`src/rtl/agc_pkg.sv`:
```
// Package: shared types for the ALU group read-port checker.
// Assumes 8-bit source selects and 2-bit component and cycle fields.
package agc_pkg;
    localparam int SEL_W  = 8;
    localparam int ELEM_W = 2;
    localparam int CYC_W  = 2;

    localparam logic [SEL_W-1:0] CONST_LO  = 8'd128;
    localparam logic [SEL_W-1:0] INLINE_LO = 8'd192;
    localparam logic [SEL_W-1:0] PREV_LO   = 8'd254;

    typedef enum logic [1:0] {K_GPR, K_CONST, K_INLINE, K_PREV} kind_e;

    typedef struct packed {
        logic              act;
        logic              skip;
        kind_e             kind;
        logic [SEL_W-1:0]  sel;
        logic [ELEM_W-1:0] elem;
        logic [CYC_W-1:0]  cyc;
        logic              cyc_ok;
        logic              port;
    } opnd_t;

    typedef enum logic [2:0] {
        RS_OK = 3'd0, RS_PORT = 3'd1, RS_GPRS = 3'd2,
        RS_CONST = 3'd3, RS_TRANS = 3'd4, RS_SWZ = 3'd5
    } reason_e;

    localparam int ERR_PORT  = 0;
    localparam int ERR_GPRS  = 1;
    localparam int ERR_CONST = 2;
    localparam int ERR_TRANS = 3;
    localparam int ERR_SWZ   = 4;
    localparam int NERR      = 5;

    // Map a source select onto its operand class.
    function automatic kind_e classify(input logic [SEL_W-1:0] s);
        if (s < CONST_LO)       return K_GPR;
        else if (s < INLINE_LO) return K_CONST;
        else if (s < PREV_LO)   return K_INLINE;
        else                    return K_PREV;
    endfunction
endpackage

```
`src/rtl/agc_opnd_decode.sv`:
```
// Module: decodes the sources of one slot word into operand records.
// It handles squaring detection, read-cycle digits, bad digits and the
// transcendental-slot timing rule. The logic is purely combinational.
// Assumes squaring is only ever between source 0 and source 1.
module agc_opnd_decode
    import agc_pkg::*;
#(
    parameter int NSRC = 3,
    parameter int NCYC = 3
) (
    input  logic                           trans,
    input  logic [$clog2(NSRC+1)-1:0]      nsrc,
    input  logic [NSRC*SEL_W-1:0]          sel,
    input  logic [NSRC*ELEM_W-1:0]         elem,
    input  logic [NSRC*CYC_W-1:0]          swz,
    output opnd_t [NSRC-1:0]               ops,
    output logic                           bad_swz,
    output logic                           trans_viol
);
    localparam int NS_W = $clog2(NSRC+1);

    logic [NS_W-1:0] ncon;
    logic [NSRC-1:0] bad_v;
    logic [NSRC-1:0] viol_v;

    // Count the constant operands (cache or inline) among the active sources.
    always_comb begin
        ncon = '0;
        for (int i = 0; i < NSRC; i++) begin
            if (NS_W'(i) < nsrc &&
                (classify(sel[i*SEL_W +: SEL_W]) == K_CONST ||
                 classify(sel[i*SEL_W +: SEL_W]) == K_INLINE))
                ncon = ncon + NS_W'(1);
        end
    end

    for (genvar gi = 0; gi < NSRC; gi++) begin : g_src
        opnd_t o;
        logic  sq;
        if (gi == 1) begin : g_sq
            // Source 1 repeats source 0 (same GPR component): no port needed.
            assign sq = (nsrc > NS_W'(1)) &&
                        classify(sel[0 +: SEL_W]) == K_GPR &&
                        sel[0 +: SEL_W] == sel[SEL_W +: SEL_W] &&
                        elem[0 +: ELEM_W] == elem[ELEM_W +: ELEM_W];
        end else begin : g_nosq
            assign sq = 1'b0;
        end

        // Build the operand record for this source.
        always_comb begin
            o        = '0;
            o.act    = NS_W'(gi) < nsrc;
            o.skip   = sq;
            o.kind   = classify(sel[gi*SEL_W +: SEL_W]);
            o.sel    = sel[gi*SEL_W +: SEL_W];
            o.elem   = elem[gi*ELEM_W +: ELEM_W];
            o.cyc    = swz[gi*CYC_W +: CYC_W];
            o.cyc_ok = swz[gi*CYC_W +: CYC_W] < CYC_W'(NCYC);
            o.port   = o.act && !sq && o.cyc_ok && o.kind == K_GPR;
        end
        assign ops[gi] = o;

        // An active, non-squared source must name a real read cycle.
        assign bad_v[gi] = o.act && !sq && !o.cyc_ok;

        // Trans slot: restrict cycles of GPR / previous-result reads by constant count.
        assign viol_v[gi] = trans && o.act && !sq && o.cyc_ok &&
                            (o.kind == K_GPR || o.kind == K_PREV) &&
                            ((ncon == NS_W'(1) && o.cyc == CYC_W'(0)) ||
                             (ncon == NS_W'(2) && o.cyc != CYC_W'(2)));
    end

    assign bad_swz    = |bad_v;
    assign trans_viol = |viol_v;
endmodule

```
`src/rtl/agc_group_track.sv`:
```
// Module: accumulates per-group state (bank port owners per cycle, the
// distinct GPR list, the distinct constant list and sticky fault bits) and
// merges each accepted slot into it. State clears when the closing slot is
// accepted. Assumes the decode stage gives port=1 only for valid cycles.
module agc_group_track
    import agc_pkg::*;
#(
    parameter int NSRC       = 3,
    parameter int NCYC       = 3,
    parameter int NBANK      = 4,
    parameter int GPR_W      = 7,
    parameter int MAX_GPRS   = 3,
    parameter int MAX_CONSTS = 4
) (
    input  logic               clk,
    input  logic               rst_n,
    input  logic               slot_valid,
    input  logic               slot_last,
    input  opnd_t [NSRC-1:0]   ops,
    input  logic               bad_swz,
    input  logic               trans_viol,
    output logic               grp_end,
    output logic [NERR-1:0]    grp_err
);
    localparam int GC_W  = $clog2(MAX_GPRS+1);
    localparam int CC_W  = $clog2(MAX_CONSTS+1);
    localparam int KEY_W = SEL_W + ELEM_W;

    logic [NCYC-1:0][NBANK-1:0]             busy_q, n_busy;
    logic [NCYC-1:0][NBANK-1:0][GPR_W-1:0]  reg_q, n_reg;
    logic [MAX_GPRS-1:0][GPR_W-1:0]         glist_q, n_glist;
    logic [GC_W-1:0]                        gcnt_q, n_gcnt;
    logic [MAX_CONSTS-1:0][KEY_W-1:0]       clist_q, n_clist;
    logic [CC_W-1:0]                        ccnt_q, n_ccnt;
    logic [NERR-1:0]                        err_q;
    logic conflict, g_over, c_over, hit;

    // Merge the current slot's operands into a copy of the group state.
    always_comb begin
        n_busy = busy_q; n_reg = reg_q;
        n_glist = glist_q; n_gcnt = gcnt_q;
        n_clist = clist_q; n_ccnt = ccnt_q;
        conflict = 1'b0; g_over = 1'b0; c_over = 1'b0; hit = 1'b0;
        for (int i = 0; i < NSRC; i++) begin
            for (int c = 0; c < NCYC; c++) begin
                for (int b = 0; b < NBANK; b++) begin
                    if (ops[i].port && ops[i].cyc == CYC_W'(c) &&
                        ops[i].elem == ELEM_W'(b)) begin
                        if (n_busy[c][b] && n_reg[c][b] != ops[i].sel[GPR_W-1:0])
                            conflict = 1'b1;
                        else begin
                            n_busy[c][b] = 1'b1;
                            n_reg[c][b]  = ops[i].sel[GPR_W-1:0];
                        end
                    end
                end
            end
            if (ops[i].act && ops[i].kind == K_GPR) begin
                hit = 1'b0;
                for (int k = 0; k < MAX_GPRS; k++)
                    if (GC_W'(k) < n_gcnt && n_glist[k] == ops[i].sel[GPR_W-1:0])
                        hit = 1'b1;
                if (!hit) begin
                    if (n_gcnt < GC_W'(MAX_GPRS)) begin
                        for (int k = 0; k < MAX_GPRS; k++)
                            if (GC_W'(k) == n_gcnt) n_glist[k] = ops[i].sel[GPR_W-1:0];
                        n_gcnt = n_gcnt + GC_W'(1);
                    end else g_over = 1'b1;
                end
            end
            if (ops[i].act && ops[i].kind == K_CONST) begin
                hit = 1'b0;
                for (int k = 0; k < MAX_CONSTS; k++)
                    if (CC_W'(k) < n_ccnt && n_clist[k] == {ops[i].sel, ops[i].elem})
                        hit = 1'b1;
                if (!hit) begin
                    if (n_ccnt < CC_W'(MAX_CONSTS)) begin
                        for (int k = 0; k < MAX_CONSTS; k++)
                            if (CC_W'(k) == n_ccnt) n_clist[k] = {ops[i].sel, ops[i].elem};
                        n_ccnt = n_ccnt + CC_W'(1);
                    end else c_over = 1'b1;
                end
            end
        end
        grp_err            = err_q;
        grp_err[ERR_PORT]  = err_q[ERR_PORT]  | conflict;
        grp_err[ERR_GPRS]  = err_q[ERR_GPRS]  | g_over;
        grp_err[ERR_CONST] = err_q[ERR_CONST] | c_over;
        grp_err[ERR_TRANS] = err_q[ERR_TRANS] | trans_viol;
        grp_err[ERR_SWZ]   = err_q[ERR_SWZ]   | bad_swz;
    end

    assign grp_end = slot_valid && slot_last;

    // Hold group state between slots; clear on reset or at group end.
    always_ff @(posedge clk) begin
        if (!rst_n || grp_end) begin
            busy_q <= '0; reg_q <= '0;
            glist_q <= '0; gcnt_q <= '0;
            clist_q <= '0; ccnt_q <= '0;
            err_q <= '0;
        end else if (slot_valid) begin
            busy_q <= n_busy; reg_q <= n_reg;
            glist_q <= n_glist; gcnt_q <= n_gcnt;
            clist_q <= n_clist; ccnt_q <= n_ccnt;
            err_q <= grp_err;
        end
    end
endmodule

```
`src/rtl/agc_verdict.sv`:
```
// Module: turns the merged fault bits into one reason code by fixed
// priority and registers the one-cycle verdict. Assumes grp_end is a
// single-cycle qualifier for grp_err.
module agc_verdict
    import agc_pkg::*;
(
    input  logic            clk,
    input  logic            rst_n,
    input  logic            grp_end,
    input  logic [NERR-1:0] grp_err,
    output logic            v_valid,
    output logic            v_ok,
    output reason_e         v_reason
);
    reason_e rsn;

    // Priority select: later lines override earlier ones.
    always_comb begin
        rsn = RS_OK;
        if (grp_err[ERR_TRANS]) rsn = RS_TRANS;
        if (grp_err[ERR_CONST]) rsn = RS_CONST;
        if (grp_err[ERR_GPRS])  rsn = RS_GPRS;
        if (grp_err[ERR_PORT])  rsn = RS_PORT;
        if (grp_err[ERR_SWZ])   rsn = RS_SWZ;
    end

    // Register the verdict for exactly one cycle after the group ends.
    always_ff @(posedge clk) begin
        if (!rst_n || !grp_end) begin
            v_valid  <= 1'b0;
            v_ok     <= 1'b0;
            v_reason <= RS_OK;
        end else begin
            v_valid  <= 1'b1;
            v_ok     <= (rsn == RS_OK);
            v_reason <= rsn;
        end
    end
endmodule

```
`src/rtl/alu_group_port_check.sv`:
```
// Module: top of the ALU group read-port checker. Slot words stream in and
// one verdict per group leaves. Assumes slots are presented in their fixed
// order, with the transcendental slot last when it is present.
module alu_group_port_check
    import agc_pkg::*;
#(
    parameter int NSRC       = 3,
    parameter int NCYC       = 3,
    parameter int NBANK      = 4,
    parameter int GPR_W      = 7,
    parameter int MAX_GPRS   = 3,
    parameter int MAX_CONSTS = 4
) (
    input  logic                          clk,
    input  logic                          rst_n,
    input  logic                          slot_valid,
    input  logic                          slot_last,
    input  logic                          slot_trans,
    input  logic [$clog2(NSRC+1)-1:0]     slot_nsrc,
    input  logic [NSRC*SEL_W-1:0]         slot_sel,
    input  logic [NSRC*ELEM_W-1:0]        slot_elem,
    input  logic [NSRC*CYC_W-1:0]         slot_swz,
    output logic                          verdict_valid,
    output logic                          verdict_ok,
    output logic [2:0]                    verdict_reason
);
    opnd_t [NSRC-1:0] ops;
    logic             bad_swz, trans_viol, grp_end;
    logic [NERR-1:0]  grp_err;
    reason_e          rsn_q;

    agc_opnd_decode #(.NSRC(NSRC), .NCYC(NCYC)) u_dec (
        .trans(slot_trans), .nsrc(slot_nsrc), .sel(slot_sel),
        .elem(slot_elem), .swz(slot_swz), .ops(ops),
        .bad_swz(bad_swz), .trans_viol(trans_viol)
    );

    agc_group_track #(
        .NSRC(NSRC), .NCYC(NCYC), .NBANK(NBANK), .GPR_W(GPR_W),
        .MAX_GPRS(MAX_GPRS), .MAX_CONSTS(MAX_CONSTS)
    ) u_trk (
        .clk(clk), .rst_n(rst_n), .slot_valid(slot_valid),
        .slot_last(slot_last), .ops(ops), .bad_swz(bad_swz),
        .trans_viol(trans_viol), .grp_end(grp_end), .grp_err(grp_err)
    );

    agc_verdict u_vrd (
        .clk(clk), .rst_n(rst_n), .grp_end(grp_end), .grp_err(grp_err),
        .v_valid(verdict_valid), .v_ok(verdict_ok), .v_reason(rsn_q)
    );

    assign verdict_reason = rsn_q;
endmodule

```
`config.mk`:
```
export PLATFORM = sky130hd
export DESIGN_NAME = alu_group_port_check
export DESIGN_NICKNAME = d
export VERILOG_FILES = /design/src/rtl/agc_pkg.sv /design/src/rtl/agc_opnd_decode.sv /design/src/rtl/agc_group_track.sv /design/src/rtl/agc_verdict.sv /design/src/rtl/alu_group_port_check.sv
export SDC_FILE = /design/constraint.sdc
export NUM_CORES = 1
export LEC_CHECK = 0
export ABC_CLOCK_PERIOD_IN_PS = 6690
export BUFFER_PORTS_ARGS = -buffer_cell sky130_fd_sc_hd__buf_4
export CORE_MARGIN = 8
export CORE_UTILIZATION = 45
export CTS_CLUSTER_DIAMETER = 80
export DETAILED_ROUTE_END_ITERATION = 10
export MAX_ROUTING_LAYER = met4
export SLEW_MARGIN = 40
export SYNTH_ARGS = -nofsm -noshare
export SYNTH_HDL_FRONTEND = slang
export SYNTH_HIERARCHICAL = 1
export SYNTH_SLANG_ARGS = --single-unit
```
`constraint.sdc`:
```
create_clock -name clk -period 6.69 [get_ports clk]
set_clock_uncertainty 0.05 [all_clocks]
set_input_delay 1.338 -clock clk [delete_from_list [all_inputs] [get_ports clk]]
set_output_delay 1.338 -clock clk [all_outputs]
set_load 0.03 [all_outputs]
```
After elaboration in Yosys (flattened, before gate mapping)

Cells that the tools add are included.

Flip-flop bits (word level): 172
Input bits: 43
Output and inout bits: 5
Word-level logic and storage cells: 702

Add/subtract/negate cells: 8
Order comparisons: 43
Eq/ne operators: 103
Mux-type cells: 336
Bitwise gates (word level): 5
Reductions and logical operators: 179

Operator list:

| cell                  | count |
|---|---|
| $mux W7               | 81 |
| $mux W40              | 9 |
| $ne A7 B7 Y1          | 36 |
| $mux W1               | 194 |
| $mux W21              | 9 |
| $logic_and A1 B1 Y1   | 144 |
| $eq A10 B10 Y1        | 12 |
| $mux W10              | 12 |
| $lt A8 B8 Y1 const B  | 9 |
| $eq A7 B7 Y1          | 9 |
| $mux W3               | 14 |
| $mux W2               | 17 |
| $eq A2 B2 Y1 const B  | 16 |
| $logic_not A2 Y1      | 12 |
| $eq A2 B1 Y1 const B  | 10 |
| $eq A2 B3 Y1 const A  | 6 |
| $lt A1 B3 Y1 const A  | 6 |
| $lt A2 B3 Y1 const A  | 6 |
| $lt A1 B2 Y1 const A  | 8 |
| $logic_not A3 Y1      | 4 |
| $lt A2 B2 Y1 const B  | 6 |
| $logic_or A1 B1 Y1    | 11 |
| $add A3 B1 Y3 const B | 3 |
| $eq A1 B3 Y1 const A  | 3 |
| 13 further kinds      | 37 |

Longest topological paths before layout

Gate-level depths: netlist (run 1).

Depth in word-level cells: 83
Mapped depth: 24
Depth with buffers taken out: 22

Modules after synthesis

Netlist (run 1), hierarchy kept.

Modules (own cells, without submodules):

| module          | instances | cells an instance | area each (um^2) | sequential area each (um^2) |
|---|---|---|---|---|
| agc_group_track | 1         | 2598              | 19377.3          | 3343.2 |
| agc_opnd_decode | 1         | 119               | 793.3            | 0.0 |
| agc_verdict     | 1         | 16                | 161.4            | 100.1 |

Worst setup path after synthesis (run 1)

No wires, ideal clock.

Path kind: input port to flip-flop
Start point: input slot_sel[2]
End point: register u_vrd.v_reason[2]
Library setup time: 70 ps
Data arrival time: 5746 ps
Data required time: 6570 ps
Slack: 824 ps
Stages: 22
Buffers on the path: 1
Cells stage by stage: nand3_1 -> o21ai_0 -> nand2_1 -> ha_1 -> and3_1 -> or3b_1 -> clkbuf_1 -> nor3_1 -> a21boi_0 -> or3_1 -> nand4b_1 -> nor4_2 -> o21ai_2 -> mux2i_1 -> xnor2_1 -> nor4_1 -> a41o_1 -> o22ai_1 -> nor4_1 -> nand2_1 -> or4b_1 -> a21oi_1

RTL lines:

| element                | line                       | source |
|---|---|---|
| start: declaration     | alu_group_port_check.sv:20 | `input logic [NSRC*SEL_W-1:0] slot_sel,` |
| end signal: assignment | agc_verdict.sv:36          | `v_reason <= rsn;` |
| end: declaration       | agc_verdict.sv:13          | `output reason_e v_reason` |

==> results of run 1 <==
==> sequential cells by signal (all words and copies together) (netlist names) <==
name and count:
u_vrd/v_valid 1, u_trk/gcnt_q 2, u_trk/glist_q 21, u_trk/reg_q 84, u_trk/busy_q 12, u_vrd/v_reason 3
u_trk/ccnt_q 3, u_trk/err_q 5, u_trk/clist_q 40, u_vrd/v_ok 1
==> power by group through the flow <==
stage | combinational (mW) | clock, mW | sequential (mW)
6_report | 1.21 | 1.03 | 1.15
5_1_grt | 1.29 | 1.09 | 1.15
4_1_cts | 1.18 | 1.05 | 1.14
3_5_place_dp | 1.17 | 0 | 1.17
3_3_place_gp | 1.16 | 0 | 1.17
2_1_floorplan | 0.842 | 0 | 1.14
==> per-layer routing <==
metal | global-route usage | wire length, um | vias up | part of all wire
met1 | 0.3959 | 34710 | 10249 | 0.40
li1 | - | - | 9696 | -
met4 | 0.1923 | 5526 | 0 | 0.064
met5 | - | 0 | - | 0
met2 | 0.4950 | 37530 | 1159 | 0.44
met3 | 0.06131 | 8023 | 337 | 0.094
==> cell type report <==
type / count / area [um2] / share of cell area
flip-flops and latches: 172 / 3443 / 0.1548
repair buffers: 223 / 1832 / 0.08237
clock buffers: 21 / 470.5 / 0.02116
inverters: 58 / 217.7 / 0.009790
well taps: 600 / 750.7 / 0.03376
multi-input cells: 2253 / 15420 / 0.6936
diodes: 2 / 5.005 / 0.0002251
clock inverters: 11 / 93.84 / 0.004220
==> through the flow <==
step | setup TNS (ns) | cell area, um2
detailed placement | -0.1869 | 21640
floorplan | 0 | 20310
finish | 0 | 22240
global placement | -0.1376 | 21620
global route | 0 | 22230
CTS | 0 | 22210
==> worst paths after layout <==
path	to	slack (ns)	cells past startpoint
setup / recovery	u_vrd/v_reason[1]$_SDFF_PN0_	0.31	25
hold / removal	u_trk/err_q[3]$_SDFFE_PP0P_	0.44	2
hold reg to reg	u_trk/err_q[3]$_SDFFE_PP0P_	0.44	2
setup reg to reg	u_vrd/v_reason[1]$_SDFF_PN0_	1.04	17
==> worst max-delay path: stages <==
cell     delay (ns)
buf_4          0.12
nand2_1        0.06
o21ai_0        0.10
nand2_1        0.11
ha_1           0.15
and3_1         0.14
buf_4          0.17
or3b_1         0.47
nor2_1         0.28
buf_4          0.18
nand3_1        0.12
nand3_1        0.12
nor4b_1        0.38
a41oi_1        0.29
nor2_2         0.20
buf_4          0.16
mux2i_1        0.33
xnor2_1        0.16
nand3_1        0.10
o22ai_1        0.26
o22ai_1        0.19
nor4_2         0.36
nand2_1        0.23
buf_4          0.19
nor4_1         0.46
==> flow_summary_export.csv, run 1 <==
group,metric,value,unit
floorplanning,num_io_pins,48,
cells_and_area,layout.nets,2785,
sta,fin_crit_sh,0.9533,
floorplanning,num_rows,78,
cells_and_area,area_delta_synth_final,9.514,%
sta,setup_ws,0.3125,ns
logic_synthesis,syn-mean-instance-area,7.441,um2
cells_and_area,fillers,4424,
setup_path,required,7.01,ns
sta,period_minus_slack,6.378,ns
status,status,"finished, final reports clean",
clock_network,numCtsBuffers,17,
clock_network,post_cts_buffers,0,
clock_network,cts-root-buf,"clkbuf_16",
setup_path,worst_ep_arrival_time,6.70,ns
clock_network,cts-resized-gates,0,
floorplanning,dieArea,52180,um2
sta,grt_setup_unrepaired,"false",
route,ant_nets,0,
setup_path,critical_path.max_fanout,6,
sta,holdWs,0.4359,ns
placed_design,globalplace.congestion,0.9883,
setup_path,critPathCaptureType,"flop",
clock_network,cts.sinks,172,
global_route,grt_usage,0.3244,
min_path,hold_class,"reg -> reg",
logic_synthesis,yosysWarnings,6,
pwr,pwr-share-clk,0.305,
global_route,antenna_found_initial,0,
pwr,power.leakage,9.088,nW
route,post_drt_wl_per_cell,25.69,um
clock_network,h-tree-depth,4,
route,drtIter0Drc,2389,
cells_and_area,final_common_cell,"nor2_1",
route,routed_wl,85800,um
floorplanning,start_util,0.4513,
global_route,gr-total-overflow,0,
clock_network,cts_tree,"done",
placed_design,port_buffers,47,
setup_path,start_kind,"input port",
global_route,grt_max_degree,140,
sta,max_freq,156.8,MHz
logic_synthesis,syn_nets,2789,
route,dr.pass1.iters,6,
global_route,grt_pass1_wl,127900,um
min_path,hold_start,"u_trk/err_q[3]$_SDFFE_PP0P_",
pwr,p_switching,1.313,mW
clock_network,clock_latency,0.52,ns
pwr,share_seq_of_total_power,0.338,
clock_network,hold_buffers,0,
cells_and_area,layout-drive-gt1-share,0.1527,
sta,hold_viol_final,0,
placed_design,dp_hpwl,58810,um
setup_path,timing.rr.start,"u_trk/ccnt_q[2]$_SDFFE_PP0P_",
setup_path,critPathKind,"in -> reg",
floorplanning,core_area,44990,um2
pwr,pwr_density_cell,152.5,nW/um2
setup_path,cp-startpoint,"slot_sel[1]",
sta,max_slew_margin,0.3894,
route,drc_errors,0,
cells_and_area,final_cells,3340,
clock_network,cts.reportedPaths.clkPinSlew,0.08,ns
floorplanning,die_x,228.4,um
cells_and_area,post-route-util,0.4943,
placed_design,pre_cts_ws,-0.1300,ns
route,vias,21441,
sta,final_max_slew_viol_count,0,
pwr,power_frac_comb,0.357,
pwr,swShare,0.3873,
pwr,p_int,2.077,mW
pwr,power,3.391,mW
placed_design,dpl.cell_count,3305,
logic_synthesis,synth_area,20310,um2
cells_and_area,final_cell_mix,"289 x nor2_1, 251 x xnor2_1, 209 x buf_4",
global_route,grt_pass1_vias,20737,
route,via_per_inst,6.419,
clock_network,cts_buffer_depth,2,
floorplanning,die_h,228.4,um
flow_run,maxCapViolations,0,
sta,setup_violations,0,
logic_synthesis,netlist_instances,2729,
pwr,max-vdd-ir-drop,0.1615,mV
sta,tightest_slew,0.9159,ns
Note: power is estimated with default switching activity, not from simulation.
==> inputs of run 2 (changes only) <==
ABC_CLOCK_PERIOD_IN_PS = 5400   (was 6690)
clock period = 5.4 ns   (was 6.69 ns; I/O delays follow)
==> flow_summary_export.csv, run 2 (same netlist as run 1, synthesis figures left out) <==
group,metric,value,unit
route,via_per_inst,6.195,
global_route,grt_pass1_vias,23042,
pwr,power,4.793,mW
pwr,share_seq_of_total_power,0.296,
global_route,grt_usage,0.3715,
sta,final_max_slew_viol_count,0,
cells_and_area,regMostFlops,"u_trk/reg_q",
pwr,max-vdd-ir-drop,0.2189,mV
sta,grt_setup_unrepaired,"true",
floorplanning,start_util,0.4513,
global_route,grt_pass1_wl,144800,um
global_route,grt_max_degree,100,
pwr,power_frac_comb,0.408,
route,drtIter0Drc,2664,
route,dr.pass1.iters,6,
sta,hold_viol_final,0,
cells_and_area,final_cell_mix,"658 x buf_4, 281 x nor2_1, 249 x xnor2_1",
pwr,power.leakage,11.69,nW
global_route,gr-total-overflow,0,
clock_network,cts.sinks,172,
route,drc_errors,0,
global_route,antenna_found_initial,3,
setup_path,critPathBufInv,9,
sta,max_slew_margin,0.3826,
cells_and_area,layout.nets,3292,
setup_path,cp-startpoint,"slot_sel[1]",
setup_path,crit_family,"simple AND/OR/NAND/NOR gates",
cells_and_area,top_regs,"u_trk/reg_q: 84 flops, u_trk/clist_q: 40 flops, u_trk/glist_q: 21 flops",
min_path,hold_start,"u_trk/err_q[3]$_SDFFE_PP0P_",
min_path,hold_class,"reg -> reg",
clock_network,clock_latency,0.50,ns
setup_path,crit_slowest_cell,"or4b_4",
setup_path,start_kind,"input port",
setup_path,ff2ff_setup_slack,0.22,ns
clock_network,cts-root-buf,"clkbuf_16",
cells_and_area,area_delta_synth_final,35.71,%
setup_path,timing.rr.start,"u_trk/ccnt_q[1]$_SDFFE_PP0P_",
status,violations,"negative setup slack",
cells_and_area,final_common_cell,"buf_4",
sta,tightest_slew,0.9177,ns
placed_design,globalplace.congestion,0.9999,
clock_network,cts_tree,"done",
route,post_drt_wl_per_cell,26.15,um
route,routed_wl,100600,um
pwr,p_int,2.978,mW
setup_path,critPathKind,"in -> reg",
sta,period_minus_slack,5.636,ns
cells_and_area,largest_reg_flops,84,
setup_path,cp_slowest_stage_delay,0.49,ns
clock_network,cts_buffer_depth,2,
route,ant_nets,0,
sta,setup_ws,-0.2364,ns
floorplanning,core_area,44990,um2
setup_path,critical_path.max_fanout,7,
clock_network,hold_buffers,0,
setup_path,critPathCaptureType,"flop",
status,status,"finished with violations",
pwr,pwr_density_cell,173.9,nW/um2
sta,fin_crit_sh,1.044,
pwr,p_switching,1.815,mW
setup_path,required,5.77,ns
pwr,pwr-share-clk,0.296,
flow_run,maxCapViolations,0,
placed_design,dp_hpwl,71140,um
placed_design,pre_cts_ws,-1.249,ns
sta,setup_violations,14,
sta,max_freq,177.4,MHz
placed_design,port_buffers,47,
floorplanning,dieArea,52180,um2
floorplanning,num_rows,78,
clock_network,h-tree-depth,4,
clock_network,numCtsBuffers,17,
route,vias,23839,
floorplanning,die_h,228.4,um
cells_and_area,layout-drive-gt1-share,0.3230,
setup_path,worst_ep_arrival_time,6.01,ns
floorplanning,die_x,228.4,um
pwr,swShare,0.3787,
clock_network,cts.reportedPaths.clkPinSlew,0.07,ns
setup_path,cp_common_cell,"buf_4",
floorplanning,num_io_pins,48,
-- run 2: cell types whose count changed in the layout (fill, tap and decap cells not counted), moves of 20 or more --
cell and change:
o21ai_0 -21, mux2i_2 +26, buf_12 +20, mux2i_1 -37, buf_4 +449, buf_6 +23
-- run 2: worst paths after layout --
path,endpoint,depth (start not counted)
worst min-delay path,u_trk/err_q[3]$_SDFFE_PP0P_,2
worst max register to register,u_vrd/v_reason[2]$_SDFF_PN0_,19
worst min register to register,u_trk/err_q[3]$_SDFFE_PP0P_,2
worst max-delay path,u_vrd/v_reason[2]$_SDFF_PN0_,25
-- run 2: timing repair --
action	CTS	global route
pin swaps	25	35
gates resized for setup	76	165
endpoints found under the setup margin	49	65
buffers inserted	17	36
gates cloned	1	8
-- run 2: area by class of cell --
| cell class | instances | area (um2) |
|---|---|---|
| clock inverter | 10 | 165.2 |
| fill | 4170 | 17430 |
| antenna | 3 | 7.507 |
| sequential | 172 | 3443 |
| timing repair buffer | 728 | 6140 |
| tap | 600 | 750.7 |
| inverter | 58 | 220.2 |
| multi-input combinational | 2255 | 16380 |
| clock buffer | 22 | 454.2 |
-- run 2: metrics by stage --
stage	instance area, um2	setup TNS (ns)	util	hold slack (ns)	instances
2_1_floorplan	20370	0	-	0.3793	2729
4_1_cts	26360	-0.1753	0.5859	0.4307	3803
3_3_place_gp	25240	-68.00	0.5610	0.3911	3754
5_1_grt	27560	-2.433	0.6125	0.4573	3848
6_report	27560	-0.6456	0.6125	0.4381	3848
3_5_place_dp	25250	-68.75	0.5611	0.4133	3754
-- run 2: power by group through the flow --
stage | combinational (mW) | clock (mW) | sequential (mW)
finish | 1.95 | 1.42 | 1.42
global route | 2.06 | 1.48 | 1.43
detailed placement | 1.76 | 0 | 1.44
global placement | 1.74 | 0 | 1.44
floorplan | 1.05 | 0 | 1.42
CTS | 1.80 | 1.43 | 1.42
-- run 2: layer usage --
| layer | vias up | routed length, um | track usage |
|---|---|---|---|
| li1 | 10721 | - | - |
| met1 | 11444 | 40530 | 0.4451 |
| met2 | 1308 | 44240 | 0.5736 |
| met3 | 366 | 8442 | 0.06801 |
| met4 | 0 | 7420 | 0.2320 |
| met5 | - | 0 | - |
-- run 2: worst register-to-register path: cells and delay by family (launching register included) --
family / cells / cell delay (ns)
flops: 1 / 0.35
compound gates: 5 / 1.09
buf+inv: 3 / 0.49
mux: 1 / 0.30
xor+xnor: 1 / 0.20
simple gates: 9 / 2.63
